**src/rtl/pdc_pkg.sv**
```systemverilog
package pdc_pkg;

    // Synchronised view of one asynchronous input.
    typedef struct packed {
        logic level;
        logic rise;
        logic fall;
    } edge_ev_t;

    // Outcome of a frame, decided when chip-select rises.
    typedef enum logic [1:0] {
        VERDICT_KEEP  = 2'd0,
        VERDICT_SLEEP = 2'd1,
        VERDICT_WAKE  = 2'd2
    } verdict_e;

endpackage

```
**src/rtl/pdc_edge_sync.sv**
```systemverilog
module pdc_edge_sync
    import pdc_pkg::*;
#(
    parameter int   STAGES  = 2,
    parameter logic RST_VAL = 1'b1
) (
    input  logic     clk,
    input  logic     rst_n,
    input  logic     async_in,
    output edge_ev_t ev
);

    typedef struct packed {
        logic [STAGES-1:0] chain;
        logic              prev;
    } sync_st_t;

    sync_st_t st_d, st_q;

    always_comb begin
        st_d       = st_q;
        st_d.chain = {st_q.chain[STAGES-2:0], async_in};
        st_d.prev  = st_q.chain[STAGES-1];
    end

    always_ff @(posedge clk) begin
        if (!rst_n) begin
            st_q.chain <= {STAGES{RST_VAL}};
            st_q.prev  <= RST_VAL;
        end else begin
            st_q <= st_d;
        end
    end

    always_comb begin
        ev.level = st_q.chain[STAGES-1];
        ev.rise  = st_q.chain[STAGES-1] & ~st_q.prev;
        ev.fall  = ~st_q.chain[STAGES-1] & st_q.prev;
    end

endmodule

```
**src/rtl/pdc_frame_ctl.sv**
```systemverilog
module pdc_frame_ctl
    import pdc_pkg::*;
#(
    parameter int FRAME_LEN = 16,
    parameter int ENTER_MIN = 2,
    parameter int WAKE_MIN  = 10
) (
    input  logic     clk,
    input  logic     rst_n,
    input  edge_ev_t cs_ev,
    input  edge_ev_t sclk_ev,
    output logic     pwr_up,
    output logic     data_valid,
    output logic     frame_done,
    output logic     frame_open,
    output logic     load_word,
    output logic     shift_bit
);

    localparam int CNT_W = $clog2(FRAME_LEN + 1);

    typedef struct packed {
        logic             active;
        logic [CNT_W-1:0] cnt;
        logic             asleep;
        logic             start_asleep;
        logic             valid;
        logic             done;
    } ctl_st_t;

    ctl_st_t  st_d, st_q;
    logic     edge_hit;
    logic [CNT_W-1:0] cnt_eff;
    verdict_e verdict;

    // A falling edge counts only inside an open frame and below saturation.
    always_comb begin
        edge_hit = st_q.active && sclk_ev.fall && (int'(st_q.cnt) < FRAME_LEN);
        cnt_eff  = st_q.cnt + CNT_W'(edge_hit);
    end

    // Frame outcome from the effective count and the state at frame start.
    always_comb begin
        verdict = VERDICT_KEEP;
        if (st_q.asleep) begin
            if (int'(cnt_eff) >= WAKE_MIN) begin
                verdict = VERDICT_WAKE;
            end
        end else begin
            if ((int'(cnt_eff) >= ENTER_MIN) && (int'(cnt_eff) < WAKE_MIN)) begin
                verdict = VERDICT_SLEEP;
            end
        end
    end

    always_comb begin
        st_d      = st_q;
        st_d.done = 1'b0;
        if (cs_ev.fall) begin
            st_d.active       = 1'b1;
            st_d.cnt          = '0;
            st_d.start_asleep = st_q.asleep;
        end else if (cs_ev.rise && st_q.active) begin
            st_d.active = 1'b0;
            st_d.cnt    = cnt_eff;
            st_d.done   = 1'b1;
            st_d.valid  = !st_q.start_asleep && (int'(cnt_eff) == FRAME_LEN);
            case (verdict)
                VERDICT_SLEEP: st_d.asleep = 1'b1;
                VERDICT_WAKE:  st_d.asleep = 1'b0;
                default:       st_d.asleep = st_q.asleep;
            endcase
        end else if (st_q.active) begin
            st_d.cnt = cnt_eff;
        end
    end

    always_ff @(posedge clk) begin
        if (!rst_n) begin
            st_q <= '0;
        end else begin
            st_q <= st_d;
        end
    end

    always_comb begin
        pwr_up     = !st_q.asleep;
        data_valid = st_q.valid;
        frame_done = st_q.done;
        frame_open = st_q.active;
        load_word  = cs_ev.fall;
        shift_bit  = edge_hit && !cs_ev.rise;
    end

    AST_CNT_SATURATES: assert property (@(posedge clk) disable iff (!rst_n)
        int'(st_q.cnt) <= FRAME_LEN);
    AST_PWR_ONLY_AT_END: assert property (@(posedge clk) disable iff (!rst_n)
        (pwr_up != $past(pwr_up)) |-> frame_done);
    AST_DONE_ONE_CYCLE: assert property (@(posedge clk) disable iff (!rst_n)
        frame_done |=> !frame_done);
    AST_OE_OFF_ON_SLEEP: assert property (@(posedge clk) disable iff (!rst_n)
        $fell(pwr_up) |-> !frame_open);
    AST_VALID_NEEDS_POWER: assert property (@(posedge clk) disable iff (!rst_n)
        data_valid |-> pwr_up);

endmodule

```
**src/rtl/pdc_shifter.sv**
```systemverilog
module pdc_shifter #(
    parameter int DATA_W = 16
) (
    input  logic              clk,
    input  logic              rst_n,
    input  logic              load_word,
    input  logic              shift_bit,
    input  logic [DATA_W-1:0] word_in,
    output logic              bit_out
);

    typedef struct packed {
        logic [DATA_W-1:0] sh;
    } shf_st_t;

    shf_st_t st_d, st_q;

    always_comb begin
        st_d = st_q;
        if (load_word) begin
            st_d.sh = word_in;
        end else if (shift_bit) begin
            st_d.sh = {st_q.sh[DATA_W-2:0], 1'b0};
        end
    end

    always_ff @(posedge clk) begin
        if (!rst_n) begin
            st_q <= '0;
        end else begin
            st_q <= st_d;
        end
    end

    assign bit_out = st_q.sh[DATA_W-1];

    AST_LOAD_SHOWS_MSB: assert property (@(posedge clk) disable iff (!rst_n)
        load_word |=> (bit_out == $past(word_in[DATA_W-1])));

endmodule

```
**src/rtl/pdc_adc_ctl.sv**
```systemverilog
module pdc_adc_ctl
    import pdc_pkg::*;
#(
    parameter int DATA_W      = 16,
    parameter int FRAME_LEN   = 16,
    parameter int ENTER_MIN   = 2,
    parameter int WAKE_MIN    = 10,
    parameter int SYNC_STAGES = 2
) (
    input  logic              clk,
    input  logic              rst_n,
    input  logic              cs_n_in,
    input  logic              sclk_in,
    input  logic [DATA_W-1:0] sample_in,
    output logic              sdata_out,
    output logic              sdata_oe,
    output logic              pwr_up,
    output logic              data_valid,
    output logic              frame_done
);

    localparam int N_IN   = 2;
    localparam int IDX_CS = 0;
    localparam int IDX_SK = 1;

    logic [N_IN-1:0] raw_in;
    edge_ev_t        ev [N_IN];
    logic            load_word, shift_bit, frame_open;

    assign raw_in = {sclk_in, cs_n_in};

    // Both inputs idle high and pass through equal-length chains.
    for (genvar gi = 0; gi < N_IN; gi++) begin : g_sync
        pdc_edge_sync #(
            .STAGES (SYNC_STAGES),
            .RST_VAL(1'b1)
        ) u_sync (
            .clk     (clk),
            .rst_n   (rst_n),
            .async_in(raw_in[gi]),
            .ev      (ev[gi])
        );
    end

    pdc_frame_ctl #(
        .FRAME_LEN(FRAME_LEN),
        .ENTER_MIN(ENTER_MIN),
        .WAKE_MIN (WAKE_MIN)
    ) u_ctl (
        .clk       (clk),
        .rst_n     (rst_n),
        .cs_ev     (ev[IDX_CS]),
        .sclk_ev   (ev[IDX_SK]),
        .pwr_up    (pwr_up),
        .data_valid(data_valid),
        .frame_done(frame_done),
        .frame_open(frame_open),
        .load_word (load_word),
        .shift_bit (shift_bit)
    );

    pdc_shifter #(
        .DATA_W(DATA_W)
    ) u_shf (
        .clk      (clk),
        .rst_n    (rst_n),
        .load_word(load_word),
        .shift_bit(shift_bit),
        .word_in  (sample_in),
        .bit_out  (sdata_out)
    );

    assign sdata_oe = frame_open;

    AST_OE_ONLY_IN_FRAME: assert property (@(posedge clk) disable iff (!rst_n)
        frame_done |-> !sdata_oe);

endmodule

```
**config.mk**
```make
export PLATFORM = sky130hd
export DESIGN_NAME = pdc_adc_ctl
export DESIGN_NICKNAME = d
export VERILOG_FILES = /design/src/rtl/pdc_pkg.sv /design/src/rtl/pdc_edge_sync.sv /design/src/rtl/pdc_frame_ctl.sv /design/src/rtl/pdc_shifter.sv /design/src/rtl/pdc_adc_ctl.sv
export SDC_FILE = /design/constraint.sdc
export NUM_CORES = 1
export LEC_CHECK = 0
export BUFFER_PORTS_ARGS = -buffer_cell sky130_fd_sc_hd__buf_2
export CORE_AREA = 2 2 54 66
export DETAILED_ROUTE_END_ITERATION = 10
export DIE_AREA = 0 0 56 68
export GPL_TIMING_DRIVEN = 0
export PLACE_DENSITY = 0.71
export SLEW_MARGIN = 10
export SYNTH_ARGS = -nofsm -noshare
export SYNTH_HDL_FRONTEND = slang
export SYNTH_SLANG_ARGS = --single-unit
export TNS_END_PERCENT = 10
```
**constraint.sdc**
```tcl
create_clock -name clk -period 1.92 [get_ports clk]
set_clock_uncertainty 0.1 [all_clocks]
set_input_delay 0 -clock clk [delete_from_list [all_inputs] [get_ports clk]]
set_output_delay 0 -clock clk [all_outputs]
set_load 0.05 [all_outputs]
```
== Word-level counts from Yosys, hierarchy flattened ==
Cells that the tools add are included.
Operators by class
  add/subtract/negate cells: 1
  $lt $le $gt $ge: 4
  equal/unequal tests: 3
  multiplexer cells: 11
  bitwise operators: 8
  reduce and logical (&&, ||, !) cells: 16
Operators with widths (count)
  $mux W16: 2
  $mux W5: 2
  $reduce_bool A2 Y1: 4
  $logic_and A1 B1 Y1: 6
  $mux W6: 1
  $add A5 B1 Y5: 1
  $eq A5 B5 Y1 const B: 1
  $ge A5 B2 Y1 const B: 1
  $ge A5 B4 Y1 const B: 1
  $lt A5 B4 Y1 const B: 1
  $lt A5 B5 Y1 const B: 1
  $not A1 Y1: 5
  $mux W2: 2
  $and A1 B1 Y1: 3
  $logic_not A1 Y1: 3
  $mux W1: 3
  $reduce_and A3 Y1: 1
  $eq A2 B1 Y1 const B: 1
  $eq A2 B2 Y1 const B: 1
  $pmux W1 S2: 1
  $reduce_and A2 Y1: 1
  $reduce_or A2 Y1: 1
Word-level totals
  flip-flop bits (word level): 32
  bits of input ports: 20
  output and inout port bits: 5
  logic and storage cells: 54

== Depth between registers and ports, before layout ==
Gate-level depths: netlist (run 1).
  depth in word-level cells: 12
  gate-level depth with buffers: 8
  gate-level depth less buffers: 7

== Modules after synthesis ==
A second synthesis (run 1) with hierarchy kept.
Second synthesis, totals
  cell total of the unflattened synthesis: 148
  area, all modules: 1576.5 µm²
By module, submodules not included
  pdc_shifter: times used 1, cells each 70, area an instance 842.1 µm², seq. area each 320.3 µm²
  pdc_frame_ctl: times used 1, cells each 60, area an instance 536.8 µm², seq. area each 200.2 µm²
  pdc_edge_sync: times used 2, cells each 9, area an instance 98.8 µm², seq. area each 60.1 µm²

== Worst setup path after synthesis (run 1) ==
No wires, ideal clock.
  path type: flip-flop to flip-flop
  from: register u_ctl.st_q (netlist bit u_ctl.frame_open)
  to: register u_ctl.st_q[3] (netlist bit)
  setup time: 0.086 ns
  arrival: 2.120 ns
  required time: 1.734 ns
  slack: -0.386 ns
  stages on the path, launching flop included: 9
  buffers on the path: 1
  period minus slack after synthesis: 2.306 ns
  path through: dfxtp_1 > buf_6 > and4bb_4 > ha_1 > ha_1 > nand3_1 > xnor2_1 > o21bai_1 > a221oi_2
On the way
  longest elaborated chain between the ends: 10
  elaborated cells on any way between the ends: 16
  classes of those cells: add/sub: 1; order compare: 3; eq/ne: 2; mux: 4; reduce/logical: 6
Ends and longest elaborated chain
  from (decl): line pdc_frame_ctl.sv:31  | ctl_st_t st_d, st_q;
  from (signal assigned): line pdc_frame_ctl.sv:82  | st_q <= st_d;
  $logic_and A1 B1 Y1 (2 in series): line pdc_frame_ctl.sv:38  | edge_hit = st_q.active && sclk_ev.fall && (int'(st_q.cnt) < FRAME_LEN);
  $add A5 B1 Y5: line pdc_frame_ctl.sv:39  | cnt_eff = st_q.cnt + CNT_W'(edge_hit);
  $ge A5 B2 Y1 or $lt A5 B4 Y1 (tied branches): line pdc_frame_ctl.sv:50  | if ((int'(cnt_eff) >= ENTER_MIN) && (int'(cnt_eff) < WAKE_MIN)) begin
  $logic_and A1 B1 Y1: line pdc_frame_ctl.sv:50
  $mux W1: line pdc_frame_ctl.sv:50
  $mux W2: line pdc_frame_ctl.sv:45  | if (st_q.asleep) begin
  $eq A2 B1 Y1 or $eq A2 B2 Y1 (tied branches): line pdc_frame_ctl.sv:68  | case (verdict)
  $reduce_bool A2 Y1 (no source line)
  $reduce_and A3 Y1 (no source line)
Several ways; a longest one is shown, not always the timed one.
A chain may end at the register's enable or synchronous reset.

== Worst setup path after layout (run 1) ==
  from: register u_ctl.st_q[8] (netlist bit)
  to: register u_ctl.st_q[3] (netlist bit)
On the way
  longest elaborated chain between the ends: 10
  elaborated cells on any way between the ends: 15
  classes of those cells: add/sub: 1; order compare: 4; eq/ne: 2; mux: 4; reduce/logical: 4
Ends and longest elaborated chain (line)
  $lt A5 B5 Y1: pdc_frame_ctl.sv:38
  $logic_and A1 B1 Y1: pdc_frame_ctl.sv:38
  $add A5 B1 Y5 (*): pdc_frame_ctl.sv:39
  $ge A5 B2 Y1 or $lt A5 B4 Y1 (tied branches): pdc_frame_ctl.sv:50
  $logic_and A1 B1 Y1: pdc_frame_ctl.sv:50
  $mux W1: pdc_frame_ctl.sv:50
  $mux W2 (*): pdc_frame_ctl.sv:45
  $eq A2 B1 Y1 or $eq A2 B2 Y1 (tied branches): pdc_frame_ctl.sv:68
  $reduce_bool A2 Y1 (no source line)
  $reduce_and A3 Y1 (no source line)
Mark *: on every way between the ends. The rest lies on a longest branch, timed or not.

==> out/metrics.cfg, run 1 <==
[drt]
vias = 1177
wirelength_mm = 3.030
wl_per_cell_um = 12.95
ant_nets = 0
drtPass1Iterations = 3
drc = 0
routed_via_density = 5.030
drtIter0Drc = 50

[run]
max_cap_violations = 0

[floorplanning]
coreArea_um2 = 3223
dieArea_um2 = 3808
die_x_um = 56
row_count = 23
pin_count = 25
die_h_um = 68
start_util_pct = 46.08

[synthesis]
netlist_top_cells_area = dfxtp_1 (43%), mux2i_1 (12%), o211a_1 (10%)
syn_nets = 165
netlist_area_um2 = 1485
yosys_warnings = 0
synth-seq-area-share_pct = 43.13
synth_cells = 143
synth_top_area_cell = dfxtp_1
synth_top_area_share_pct = 43.13
synth_cell_type_count = 34
ys_seq_elements = 32
syn_avg_cell_area_um2 = 10.39

[place]
port_buffers = 23
globalplace.congestion = 0.7161
place_ws_ns = 0.01973
dp_hpwl_mm = 1.998

[setup_path]
cp_top_family = compound AO/OA/AOI/OAI gates
reg2reg_to = u_ctl.st_q[3]
crit_required_ns = 2.02
crit_type = register to register
worst-path-buf-inv = 0
r2r_cells = 7
worstPathArrival_ns = 1.97
cp_slowest_cell = dfxtp_2
r2r_slack_ns = 0.05
cp_common_cell = ha_4
crit_path_end_kind = register
start_kind = register
timing.rr.start = u_ctl.st_q[8]
path_cells = and4bb_4 > ha_4 > ha_4 > or2_1 > a21oi_2 > o21bai_1 > a221oi_2
path_max_fanout = 5
cpPeakStageDelay_ns = 0.36

[layout]
nets = 218
seqCellArea_um2 = 645.6
layout_common_cells = dfxtp_1 (30), buf_2 (24), dlygate4sd3_1 (21)
drive_above_1_share_pct = 26.40
fill_cells = 281
diodes = 0
synthToLayoutAreaGrowth_pct = 34.46
final_common_cell = dfxtp_1
post-route-util_pct = 61.96
multi_input_area_um2 = 787.0

[global_route]
grt_pass1_vias = 1139
overflow = 0
grt_use_total_pct = 17.78
antenna_found_initial = 0
grt_max_degree = 11
grt_pass1_wl_mm = 5.126

[power_and_ir_drop]
power.leakage_uw = 0.0009278
power.total_uw = 1394
vdd_drop_max_v = 0.0005797
power_density_nw_per_um2 = 698.1

[min_path]
whs_path_depth = 1
min_delay_worst_endpoint = g_sync[1].u_sync.ev[2]
holdCritStartpoint = g_sync[1].u_sync.st_d[2]
hold_class = register to register

[timing]
slew_violations = 0
finalCritPeriodShare_pct = 97.37
post-route-min-period_ns = 1.869
setup_violations = 0
rsz0062_at_grt = false
slew_headroom_pct = 72.73
final-hold-violation-count = 0
timing.final.ws_setup_ns = 0.05055
whs_ns = 0.3084
finalSetupTns_ns = 0
worst_pin_slew_ns = 0.4091
fmaxAchievable_ghz = 0.5349

[clock_tree]
cts_tree = built
clock-sinks = 32
cts_root_buffer = clkbuf_8
clk_latency_ns = 0.29
numCtsBuffers = 5
max-clock-path-buffers = 2
h-tree-depth = 2
clk_pin_slew_worst_paths_ns = 0.07

[outcome]
status = completed

==> repair_timing <==
item	CTS	global route
pin swaps	6	0
gates resized for setup	0	1
setup endpoints to repair	1	1
setup buffers	2	1
hold buffers	21	0
hold endpoints to repair	22	0
==> logic make-up after synthesis <==
kind of cell    synth area share [%]
mux                            12.13
buf+inv                        6.149
compound gates                 15.75
flops                          43.13
xor+xnor                       2.948
fa+ha+maj                      1.685
simple gates                   18.20
==> per-layer routing <==
layer,vias up,global-route usage [%],routed length (um)
met5,-,0,0
li1,602,-,-
met3,7,3.592,82
met4,0,9.821,59
met1,550,18.02,1247
met2,18,34.26,1640
==> stage by stage <==
stage	instance area, um^2	std cells
after detailed placement	1684	203
after CTS	1988	233
after floorplan	1523	143
final	1997	234
after global placement	1684	203
after global routing	1997	234
==> worst max path at each step <==
stage                                start            end  cells after the start
global placement          u_ctl.frame_open  u_ctl.st_q[3]                      8
finish                       u_ctl.st_q[8]  u_ctl.st_q[3]                      7
CTS                          u_ctl.st_q[8]  u_ctl.st_q[3]                      7
floorplan                 u_ctl.frame_open  u_ctl.st_q[3]                      8
global route        g_sync[1].u_sync.ev[2]  u_ctl.st_q[3]                      7
detailed placement        u_ctl.frame_open  u_ctl.st_q[3]                      8
==> state kept, by name (all words and copies together) (netlist names) <==
name / cells
u_shf.st_q: 16
u_ctl.st_q: 7
g_sync.u_sync.ev: 2
g_sync.u_sync.st_d: 2
g_sync.u_sync.st_q: 2
u_ctl.data_valid: 1
u_ctl.frame_done: 1
u_ctl.frame_open: 1
==> cells in the mapped netlist <==
library cell and count:
dfxtp_1 32, buf_8 1, nor2b_1 3, and2_1 1, a221oi_2 1, clkbuf_1 3
and4bb_4 1, or2_1 1, buf_2 1, ha_1 2, mux2i_1 18, xnor2_1 1
nor2_1 6, a21oi_1 2, and3b_1 1, nand2_1 16, buf_6 5, o21bai_1 1
o21ai_0 1, nand2_2 2, nor2b_2 1, o211a_1 15, a21o_4 1, and2_2 1
a21boi_1 1, nand4_1 2, a21boi_0 2, nand3_1 2, and3_2 1, o2111ai_1 1
inv_1 1, nand2b_1 10, nor3_1 2, xor2_1 4
==> cell type report <==
cell class	count	area share [%]
buffer	9	3.822
tap	37	2.318
sequential	32	32.33
multi-input combinational	100	39.41
clock buffer	8	4.511
inverter	1	0.1880
timing repair buffer	47	17.42
==> power by group <==
| group | internal [uW] | leakage, uW | switching, uW | total (uW) |
|---|---|---|---|---|
| Combinational | 93.2 | 0.000620 | 71.0 | 164 |
| Sequential | 689 | 0.000262 | 12.8 | 702 |
| Clock | 292 | 0.0000455 | 236 | 528 |
| Total | 1070 | 0.000928 | 320 | 1390 |
Note: power is estimated with default switching activity, not from simulation.
==> run 2: changes to the inputs <==
Settings changed: ABC_AREA set to 1, CORE_AREA 2 2 54 66 to 2 2 55 67, CTS_CLUSTER_DIAMETER set to 200, DIE_AREA 0 0 56 68 to 0 0 57 69, PLACE_DENSITY 0.71 to 0.73.
==> run 2 against run 1 <==
Against the previous run:
- worst setup slack better by 0.11 ns
- utilization up 2.0 points
- clock-buffer cell count decreased by 3
- critical path depth up 4
- sequential power rose by 2%
- register-to-register slack improved by 0.11 ns
==> out/metrics.cfg, run 2 <==
[setup_path]
crit_type = register to register
cpPeakStageDelay_ns = 0.34
crit_required_ns = 2.01
path_cells = nor2_2 > and3_1 > ha_4 > ha_2 > inv_1 > nand2_1 > nand2_1 > nor2_1 > nand2_1 > a21oi_1 > nor2_1
start_kind = register
path_max_fanout = 4
worstPathArrival_ns = 1.85
cp_slowest_cell = dfxtp_1
cp_common_cell = nand2_1
crit_path_end_kind = register

[layout]
drive_above_1_share_pct = 36.29
largest_reg_flops = 16
top_register = u_shf.st_q
reg_top3 = u_shf.st_q (16), u_ctl.st_q (7)
nets = 280
synthToLayoutAreaGrowth_pct = 31.63
final_common_cell = nand2_1
layout_common_cells = nand2_1 (67), dfxtp_1 (31), buf_2 (27)
instances_no_fill = 296
diodes = 0
fill_cells = 298

[power_and_ir_drop]
seq_power_share_pct = 45.2
combPwrFrac_pct = 13.8
switching_share_pct = 25.22
power.leakage_uw = 0.0008993
power_density_nw_per_um2 = 753.0
power.total_uw = 1580
power.switching_uw = 398.5
p_clk_share_pct = 41.1
internal_power_uw = 1181
vdd_drop_max_v = 0.0008836

[drt]
wl_per_cell_um = 10.97
ant_nets = 0
vias = 1426
drtPass1Iterations = 4
wirelength_mm = 3.246
drc = 0
drtIter0Drc = 43
routed_via_density = 4.818

[timing]
final-hold-violation-count = 0
setup_violations = 0
fmaxAchievable_ghz = 0.5682
whs_ns = 0.3127
slew_violations = 0
finalCritPeriodShare_pct = 91.67
worst_pin_slew_ns = 0.2535
rsz0062_at_grt = false
finalSetupTns_ns = 0
slew_headroom_pct = 83.22
post-route-min-period_ns = 1.760

[synthesis]
synth_cells = 206
yosys_warnings = 0
syn_avg_cell_area_um2 = 7.738
synth_top_area_share_pct = 40.19
synth_edf_count = 0
ys.flop_type = dfxtp_1
syn_nets = 228
netlist_area_um2 = 1594
synth-seq-area-share_pct = 40.19
netlist_top_cells_area = dfxtp_1 (40%), nand2_1 (16%), nand3_2 (9.4%)
synthMostInstantiatedCell = nand2_1
yosys-top-cells-count = nand2_1 (67), dfxtp_1 (32), nor2_2 (19), nor2_1 (18), nand3_2 (15)
synth_top_area_cell = dfxtp_1
synth_cell_type_count = 27
ys_seq_elements = 32
synthArstFlopShare_pct = 0

[global_route]
grt_use_total_pct = 18.31
grt_pass1_vias = 1317
grt_max_degree = 12
overflow = 0
antenna_found_initial = 0
grt_pass1_wl_mm = 5.609

[floorplanning]
pin_count = 25
die_h_um = 69
start_util_pct = 48.59
die_x_um = 57
dieArea_um2 = 3933
coreArea_um2 = 3281
row_count = 23

[clock_tree]
cts_root_buffer = clkbuf_8
clk_pin_slew_worst_paths_ns = 0.07
cts_tree = built
numCtsBuffers = 5
max-clock-path-buffers = 2
h-tree-depth = 2
clock-sinks = 32
clk_latency_ns = 0.29

[place]
port_buffers = 24
dp.cells = 267
globalplace.congestion = 0.7284
dp_hpwl_mm = 2.164

[run]
max_cap_violations = 0

[outcome]
status = completed

[min_path]
hold_class = register to register

-- run 2: cell types whose count changed after synthesis, moves of 4 or more --
cell	delta
nor2_2	+19
o211a_1	-15
nand2_1	+51
inv_1	+7
nand2b_1	-10
mux2i_1	-18
or2_2	+5
a21oi_1	+6
nand3_2	+15
nor2_1	+12
inv_2	+4
-- run 2: layout make-up --
class,instances,area [um^2],area share (%)
Clock inverter,3,42.54,2.027
Multi-Input combinational cell,154,840.8,40.07
Timing Repair Buffer,45,327.8,15.62
Inverter,12,45.04,2.147
Tap cell,37,46.29,2.206
Clock buffer,5,68.82,3.280
Buffer,8,85.08,4.055
Sequential cell,32,641.9,30.59
-- run 2: critical path, delay by kind of cell (launching register included) --
| family | cells | cell delay [ns] |
|---|---|---|
| compound gates | 1 | 0.13 |
| flops | 1 | 0.34 |
| simple gates | 7 | 0.70 |
| fa+ha+maj | 2 | 0.34 |
| buf+inv | 1 | 0.05 |
-- run 2: final timing paths --
kind	startpoint	end	slack (ns)	cells past startpoint
min reg2reg	g_sync[0].u_sync.st_d[2]	g_sync[0].u_sync.ev[2]	0.31	1
max reg2reg	u_ctl.st_q[8]	u_ctl.st_q[3]	0.16	11
max	u_ctl.st_q[8]	u_ctl.st_q[3]	0.16	11
min	g_sync[0].u_sync.st_d[2]	g_sync[0].u_sync.ev[2]	0.31	1
-- run 2: logic make-up after synthesis --
group | Yosys count | synth area share [%]
compound gates | 13 | 4.396
xor+xnor | 1 | 0.5496
fa+ha+maj | 2 | 1.570
buf+inv | 20 | 8.163
flops | 32 | 40.19
simple gates | 138 | 45.13
-- run 2: metrics by stage --
step	cell area (um^2)	util (%)	setup WS, ns
final	2098	63.96	0.1599
after global routing	2098	63.96	0.01661
after CTS	2073	63.20	0.06401
after detailed placement	1762	53.70	0.07867
after global placement	1762	53.70	0.1025
after floorplan	1595	-	0.1129
-- run 2: power groups by stage --
stage               clock, uW  combinational (uW)  sequential [uW]
finish                    649                 217              713
global route              693                 244              717
CTS                       665                 217              713
detailed placement          0                 186              728
global placement            0                 183              727
floorplan                   0                 132              733
-- run 2: repair_timing --
action / 4_1_cts / 5_1_grt
hold buffers: 20 / 0
gates resized for setup: 0 / 4
setup endpoints to repair: 0 / 3
hold endpoints to repair: 20 / 0
buffers inserted: 0 / 1
-- run 2: per-layer routing --
metal	GRT usage (%)	wire [um]
met5	0	0
met4	9.819	79
met3	5.629	141
met2	29.76	1594
met1	21.11	1431
==> run 3: changes to the inputs <==
Settings changed: CORE_AREA 2 2 55 67 to 2 2 51 62, DIE_AREA 0 0 57 69 to 0 0 53 64, PLACE_DENSITY 0.73 to 0.8.
Clock period 1.92 ns to 2.05 ns, I/O delays scaled along.
==> run 3 against run 2 <==
Against the previous run:
- sequential power fell by 6.3%
- combinational power is 6% lower
- sequential share of layout area rose by 0.72 points
- critical endpoint is now u_ctl.st_q[8]
- largest power group unchanged
==> out/metrics.cfg, run 3 (synthesis gave the netlist of run 2 again) <==
[timing]
final-hold-violation-count = 0
slew_violations = 0
fmaxAchievable_ghz = 0.5428
finalCritPeriodShare_pct = 89.87
finalSetupTns_ns = 0
post-route-min-period_ns = 1.842
slew_headroom_pct = 84.04
worst_pin_slew_ns = 0.2391
timing.final.ws_setup_ns = 0.2076
setup_violations = 0
rsz0062_at_grt = false

[place]
dp.cells = 264
port_buffers = 24
place_ws_ns = 0.1563
globalplace.congestion = 0.7253
dp_hpwl_mm = 2.095

[clock_tree]
cts_tree = built
clk_pin_slew_worst_paths_ns = 0.10
max-clock-path-buffers = 2
cts_root_buffer = clkbuf_4
numCtsBuffers = 5
clock-sinks = 32
h-tree-depth = 2
clk_latency_ns = 0.34

[layout]
top_register = u_shf.st_q
diodes = 0
fill_cells = 221
drive_above_1_share_pct = 34.62
nets = 281
synthToLayoutAreaGrowth_pct = 28.34
reg_top3 = u_shf.st_q (16), u_ctl.st_q (7)
final_common_cell = nand2_1
instances_no_fill = 294
layout_common_cells = nand2_1 (67), dfxtp_1 (32), buf_2 (27)
largest_reg_flops = 16

[drt]
wl_per_cell_um = 10.97
vias = 1440
ant_nets = 0
wirelength_mm = 3.225
drc = 0
drtIter0Drc = 32
routed_via_density = 4.898
drtPass1Iterations = 4

[global_route]
grt_pass1_vias = 1378
grt_use_total_pct = 23.18
grt_pass1_wl_mm = 5.796
overflow = 0
antenna_found_initial = 0
grt_max_degree = 12

[run]
max_cap_violations = 0

[floorplanning]
pin_count = 25
start_util_pct = 57.78
dieArea_um2 = 3392
coreArea_um2 = 2759
row_count = 21
die_h_um = 64
die_x_um = 53

[setup_path]
crit_type = register to register
crit_path_end_kind = register
r2r_cells = 9
worstPathArrival_ns = 1.98
path_max_fanout = 4
crit_required_ns = 2.19
start_kind = register

[power_and_ir_drop]
power.leakage_uw = 0.0008800
power_density_nw_per_um2 = 618.6
vdd_drop_max_v = 0.0005760
power.total_uw = 1265

[min_path]
hold_class = register to register
whs_path_depth = 1

[outcome]
status = completed

## run 3: report_power, final
group / switching (uW) / internal (uW)
clock network: 226 / 166
registers: 17.9 / 650
logic: 107 / 98.2
total: 351 / 914
## run 3: stage by stage
step	util, %	instance area, um^2	hold WS [ns]
floorplan	-	1594	0.006577
global placement	63.67	1757	0.08360
detailed placement	63.67	1757	0.08867
CTS	74.06	2043	0.3244
global route	74.15	2046	0.3391
finish	74.15	2046	0.3210
## run 3: per-layer routing
metal	global-route usage, %	wire length, um
met1	27.07	1383
met5	0	0
met2	38.59	1613
met4	8.974	68
met3	7.243	160
## run 3: critical path, stage by stage, from the launching register on
cell	delay [ns]
dfxtp_1	0.34
nor2_1	0.16
and3_1	0.18
ha_2	0.22
ha_1	0.19
nand3_1	0.10
xor2_1	0.18
inv_1	0.08
o21ai_0	0.14
inv_1	0.05
## run 3: path summary, 6_finish.rpt
check | startpoint | end | slack (ns)
worst max-delay path | u_ctl.st_q[8] | u_ctl.st_q[8] | 0.21
worst min-delay path | g_sync[0].u_sync.st_d[2] | g_sync[0].u_sync.ev[2] | 0.32
worst max register to register | u_ctl.st_q[8] | u_ctl.st_q[8] | 0.21
worst min register to register | g_sync[0].u_sync.st_d[2] | g_sync[0].u_sync.ev[2] | 0.32
## run 3: timing repair
action	in CTS	in global routing
setup buffers	0	0
gates resized for setup	0	1
hold buffers	22	0
hold endpoints to repair	26	0
setup endpoints to repair	0	1
## run 3: layout make-up
cell class / count / area [um^2] / share of cell area [%]
buffer: 8 / 85.08 / 4.159
multi-input combinational: 154 / 825.8 / 40.37
sequential: 32 / 640.6 / 31.31
clock inverter: 2 / 15.01 / 0.7339
inverter: 12 / 45.04 / 2.202
tap: 34 / 42.54 / 2.080
timing repair buffer: 46 / 340.3 / 16.64
clock buffer: 6 / 51.30 / 2.508
